`src/rtl/idx_branch_seq.sv`:
```
module idx_branch_seq #(
  parameter bit NEWER = 1'b0,
  parameter int DW    = 8
) (
  input  logic                clk,
  input  logic                rst_n,
  input  logic                start,
  input  logic [1:0]          mode,
  input  logic                force_extra,
  input  logic                take,
  input  logic [2*DW-1:0]     pc_in,
  input  logic [DW-1:0]       x_in,
  input  logic [DW-1:0]       y_in,
  input  logic [DW-1:0]       rd_data,
  output logic [2*DW-1:0]     bus_addr,
  output logic                bus_rd,
  output logic                done,
  output logic [2*DW-1:0]     ea,
  output logic [2*DW-1:0]     pc_out
);
  localparam int AW = 2 * DW;

  typedef enum logic [2:0] {S_IDLE, S_LO, S_HI, S_FIX, S_OFF, S_TAKE, S_BFIX} st_t;
  st_t st;

  logic [AW-1:0] pc_r, base_r, guess_r, ea_r;
  logic [DW-1:0] lo_r, idx_r, off_r;
  logic          extra_r, take_r, cross_r;

  wire [DW:0]    lo_sum   = {1'b0, lo_r} + {1'b0, idx_r};
  wire           ix_cross = lo_sum[DW];
  wire [AW-1:0]  idx_ea   = {rd_data, lo_r} + {{DW{1'b0}}, idx_r};
  wire [AW-1:0]  pc_inc   = pc_r + {{(AW-1){1'b0}}, 1'b1};
  wire [AW-1:0]  br_tgt   = pc_r + {{DW{off_r[DW-1]}}, off_r};
  wire           br_cross = br_tgt[AW-1:DW] != pc_r[AW-1:DW];

  always_comb begin
    case (st)
      S_FIX:   bus_addr = cross_r ? (NEWER ? pc_r : guess_r) : ea_r;
      S_BFIX:  bus_addr = NEWER ? base_r : {base_r[AW-1:DW], pc_r[DW-1:0]};
      default: bus_addr = pc_r;
    endcase
  end

  assign bus_rd = (st != S_IDLE);
  assign done   = (st == S_HI   && !ix_cross && !extra_r) ||
                  (st == S_OFF  && !take_r) ||
                  (st == S_TAKE && !br_cross) ||
                  (st == S_FIX) || (st == S_BFIX);
  assign ea     = ea_r;
  assign pc_out = pc_r;

  always_ff @(posedge clk) begin
    if (!rst_n) begin
      st      <= S_IDLE;
      pc_r    <= '0;
      base_r  <= '0;
      guess_r <= '0;
      ea_r    <= '0;
      lo_r    <= '0;
      idx_r   <= '0;
      off_r   <= '0;
      extra_r <= 1'b0;
      take_r  <= 1'b0;
      cross_r <= 1'b0;
    end else begin
      case (st)
        S_IDLE: if (start && mode != 2'b11) begin
          pc_r    <= pc_in;
          idx_r   <= mode[0] ? y_in : x_in;
          extra_r <= force_extra;
          take_r  <= take;
          st      <= mode[1] ? S_OFF : S_LO;
        end
        S_LO: begin
          lo_r <= rd_data;
          pc_r <= pc_inc;
          st   <= S_HI;
        end
        S_HI: begin
          pc_r    <= pc_inc;
          ea_r    <= idx_ea;
          guess_r <= {rd_data, lo_sum[DW-1:0]};
          cross_r <= ix_cross;
          st      <= (ix_cross || extra_r) ? S_FIX : S_IDLE;
        end
        S_OFF: begin
          off_r <= rd_data;
          pc_r  <= pc_inc;
          ea_r  <= pc_inc;
          st    <= take_r ? S_TAKE : S_IDLE;
        end
        S_TAKE: begin
          base_r <= pc_r;
          pc_r   <= br_tgt;
          ea_r   <= br_tgt;
          st     <= br_cross ? S_BFIX : S_IDLE;
        end
        default: st <= S_IDLE;
      endcase
    end
  end
endmodule

```
`config.mk`:
```
export PLATFORM = sky130hd
export DESIGN_NAME = idx_branch_seq
export DESIGN_NICKNAME = d
export VERILOG_FILES = /design/src/rtl/idx_branch_seq.sv
export SDC_FILE = /design/constraint.sdc
export NUM_CORES = 1
export LEC_CHECK = 0
export ABC_AREA = 1
export BUFFER_PORTS_ARGS = -buffer_cell sky130_fd_sc_hd__buf_2
export CORE_UTILIZATION = 55
export CTS_BUF_LIST = sky130_fd_sc_hd__clkbuf_16
export CTS_CLUSTER_SIZE = 16
export DETAILED_ROUTE_END_ITERATION = 8
export PLACE_DENSITY = 0.78
export SLEW_MARGIN = 40
export SYNTH_ARGS = -nofsm -noshare
export SYNTH_HDL_FRONTEND = slang
export SYNTH_SLANG_ARGS = --single-unit
```
`constraint.sdc`:
```
create_clock -name clk -period 3.3 [get_ports clk]
set_input_delay 0.165 -clock clk [delete_from_list [all_inputs] [get_ports clk]]
set_output_delay 0.165 -clock clk [all_outputs]
set_load 0.005 [all_outputs]
```
==> impl_summary.log <==
INFO  metric synth_seq_area_share = 0.292
INFO  metric fraction_of_layout_cells_with_a_size_suffix_above_1 = 0.146
INFO  metric syn2layout_area_growth = 14.9%
INFO  metric clock_sink_count = 86
INFO  metric unrepaired_setup_endpoints_after_global_routing = no
INFO  metric synth-seq-cells = 86
INFO  metric hold_buffers = 0
INFO  metric finalWeightedCongestion = 0.941
INFO  metric layout.cells.most_common_list = sky130_fd_sc_hd__nand2_1 (196), sky130_fd_sc_hd__inv_1 (136), sky130_fd_sc_hd__o21ai_0 (98)
INFO  metric dominantRegCellSynth = sky130_fd_sc_hd__dfxtp_1
INFO  metric hold_depth = 3
INFO  metric placementRows = 37
INFO  metric reg2reg_slack = 0.69 ns
INFO  metric grt_overflow = 0
INFO  metric post_layout_instance_count_excluding_filler_cells = 1141
INFO  metric crit_path_start = pc_out[0]
INFO  metric mostFrequentLayoutCell = sky130_fd_sc_hd__nand2_1
INFO  metric ant_nets = 0
INFO  metric dr.pass1.iters = 5
INFO  metric critical_path.slowest_cell = sky130_fd_sc_hd__fa_1
INFO  metric worstReg2RegStart = pc_out[0]
INFO  metric layout.core_utilization = 0.654
INFO  metric io_pins = 97
INFO  metric critical_path_class = reg2out
INFO  metric via_count = 6421
INFO  metric total_power = 3.83 mW
INFO  metric port_buffers = 96
INFO  metric worst_skew_pair.late_latency = 0.35 ns
INFO  metric status = finished, final reports clean
INFO  metric max_slew.worst_pin.slew = 0.746 ns
INFO  metric met1_usage = 0.437
INFO  metric synth_cell_type_count = 44
INFO  metric beginning_of_the_worst_hold_path = pc_in[6]
INFO  metric crit_chain = ha_1 -> fa_1 -> nand3_1 -> nand3_1 -> nand2_1 -> nand2_1 -> nand2_1 -> nand3_1 -> nand3_1 -> nand2_1 -> nor2_1 -> nand3_1 -> o21ai_1 -> buf_2
INFO  metric nets = 1073
INFO  metric global_route.peak_usage_layer = met2
INFO  metric met3_usage = 0.0686
INFO  metric routed_wirelength = 18.0 mm
INFO  metric timing.final.ws_setup = 0.355 ns
INFO  metric post_drt_via_cell_ratio = 5.63
INFO  metric final.min_clock_period = 2.94 ns
INFO  metric count_of_mapped_cells_out_of_synthesis = 917
INFO  metric worst_ep_required_time = 3.13 ns
INFO  metric fin_setup_tns = 0 ns
INFO  metric critical-path-max-stage-delay = 0.44 ns
INFO  metric dpl_ws = 0.692 ns
INFO  metric antenna_violations_before_repair = 0
INFO  metric pin_count_of_the_biggest_net_entering_global_routing = 65
INFO  metric cellPowerDensity = 565 mW/mm2
INFO  metric filler_cell_count = 977
INFO  metric use_met2 = 0.510
INFO  metric post_synth_instance_area = 0.00590 mm2
INFO  metric vias_in_the_first_global_route = 5806
INFO  metric most_prevalent_standard_cell_on_the_critical_path = sky130_fd_sc_hd__nand3_1
INFO  metric worst_r2r_endpoint = ea[12]
INFO  metric worst_setup_path_end_kind = primary output
INFO  metric n_antenna_cell = 0
INFO  metric start_kind = register
INFO  metric rr_worst_depth = 14
INFO  metric clk_transition_reported_paths = 0.07 ns
INFO  metric detail_route.drc_violations = 0
INFO  metric cts_buffers = 9
INFO  metric slew-limit-headroom = 0.498
INFO  metric clock_tree.htree_level_count = 3
INFO  metric hp-class = in2reg
INFO  metric initial_utilization = 0.569
INFO  metric clock_path_buffers = 2
INFO  metric cp_arrival = 2.78 ns
INFO  metric cts_root_buffer = sky130_fd_sc_hd__clkbuf_16
INFO  metric irDropWorstVdd = 0.252 mV
INFO  metric period_share = 0.892
INFO  metric clock-skew-final = 0.00941 ns
INFO  metric yosysWarnings = 0
INFO  metric slew_viol_final = 0
INFO  metric max-cap-violations = 0
INFO  metric dieArea = 0.0112 mm2
INFO  metric first_pass_grt_wire_length = 28.5 mm
INFO  metric route.detailed.wl_per_inst = 15.7 um
INFO  metric final_hold_vios = 0
INFO  metric overall_die_width = 106 um
INFO  metric synthArstFlopShare = 0
INFO  metric die_y = 106 um
INFO  metric hpwlAfterDp = 13.5 mm
INFO  metric first_iter_violations = 672
INFO  metric cts_tree = built
INFO  metric cellLeakagePower = 3.38 nW
INFO  metric maxClockFrequency = 340 MHz
INFO  metric coreArea = 0.0104 mm2
INFO  metric timing.hold.worst_endpoint = pc_out[6]
INFO  metric placed_cells_incl_taps = 1125
INFO  metric synth-edff-count = 0
INFO  metric syn_avg_cell_area = 6.44 um2
INFO  metric global_route.usage.total = 0.328
INFO  metric finalSetupViolations = 0
INFO  metric path_max_fanout = 7
INFO  metric synthesis.nets = 990
worst max-delay path: cells and delay by family (launching register included):
family	cells	cell delay, ns
DFF	1	0.38
buffers and inverters	1	0.14
and+or+nand+nor	10	1.02
adders and majority gates	2	0.71
AOI/OAI and AO/OA	1	0.18
cell usage after synthesis (3+ instances only):
master / count / area, um2
sky130_fd_sc_hd__dfxtp_1: 86 / 1720
sky130_fd_sc_hd__o211ai_1: 25 / 188
sky130_fd_sc_hd__inv_1: 136 / 510
sky130_fd_sc_hd__a21oi_1: 91 / 455
sky130_fd_sc_hd__nor3_1: 7 / 35.0
sky130_fd_sc_hd__o22ai_2: 4 / 50.1
sky130_fd_sc_hd__nor2_1: 61 / 229
sky130_fd_sc_hd__o221ai_1: 8 / 70.1
sky130_fd_sc_hd__o21ai_1: 5 / 25.0
sky130_fd_sc_hd__xor2_1: 15 / 131
sky130_fd_sc_hd__nand2_1: 196 / 736
sky130_fd_sc_hd__o22ai_1: 4 / 25.0
sky130_fd_sc_hd__nand4_1: 14 / 87.6
sky130_fd_sc_hd__ha_1: 24 / 300
sky130_fd_sc_hd__buf_2: 5 / 25.0
sky130_fd_sc_hd__nand3_1: 60 / 300
sky130_fd_sc_hd__or2_2: 4 / 25.0
sky130_fd_sc_hd__inv_2: 5 / 18.8
sky130_fd_sc_hd__o21ai_0: 99 / 495
sky130_fd_sc_hd__nor2_4: 3 / 33.8
sky130_fd_sc_hd__clkbuf_1: 25 / 93.8
sky130_fd_sc_hd__nor4_1: 5 / 31.3
sky130_fd_sc_hd__a31oi_1: 5 / 31.3
state kept, by name, summed over array words and instances (netlist names):
register and cells:
extra_r 1, lo_r 8, idx_r 8, cross_r 1, take_r 1, st 3
pc_out 16, ea 16, guess_r 16, off_r 8, base_r 8
worst max-delay path by stage:
| stage | slack, ns | cells after the start | end |
|---|---|---|---|
| final | 0.36 | 14 | done |
| after global routing | 0.06 | 16 | done |
| after CTS | 0.32 | 14 | done |
| after detailed placement | 0.69 | 14 | done |
| after global placement | 0.75 | 16 | done |
| after floorplan | 1.14 | 13 | done |
timing repair:
action | in CTS | in global routing
resized for setup | 0 | 1
buffers inserted | 0 | 0
setup endpoints to repair | 0 | 1
report_power, final:
part | internal (mW) | switching [mW]
clock network | 0.580 | 0.441
logic | 0.522 | 0.916
registers | 1.19 | 0.179
total | 2.30 | 1.54
per-stage QoR:
step	hold WS (ns)	instance area (um2)
2_1_floorplan	0.300	5900
4_1_cts	0.0734	6780
6_report	0.0682	6780
3_5_place_dp	0.428	6490
3_3_place_gp	0.422	6490
5_1_grt	0.0928	6780
cells by family (layout without fill, tap and decap cells):
group / Yosys count / in the layout / synth area share
xor gates and xnor gates: 16 / 16 / 0.0237
adders and majority gates: 26 / 26 / 0.0577
DFF: 86 / 86 / 0.292
AOI/OAI and AO/OA: 251 / 251 / 0.241
buffers and inverters: 177 / 265 / 0.116
and+or+nand+nor: 361 / 361 / 0.270
cell type report:
| cell class | count | area (um2) | share of cell area |
|---|---|---|---|
| clock buffer | 9 | 225 | 0.0332 |
| clock inverter | 7 | 65.1 | 0.00960 |
| inverter | 144 | 546 | 0.0805 |
| multi-input combinational | 654 | 3500 | 0.517 |
| sequential | 86 | 1720 | 0.254 |
| tap | 136 | 170 | 0.0251 |
| timing repair buffer | 105 | 548 | 0.0808 |
routing by layer:
metal / share of wire / vias to the layer above
met5: 0 / -
met4: 0.033 / 0
met3: 0.11 / 45
met2: 0.43 / 352
met1: 0.43 / 2809
li1: - / 3215
Power figures use the tool's default switching activity.
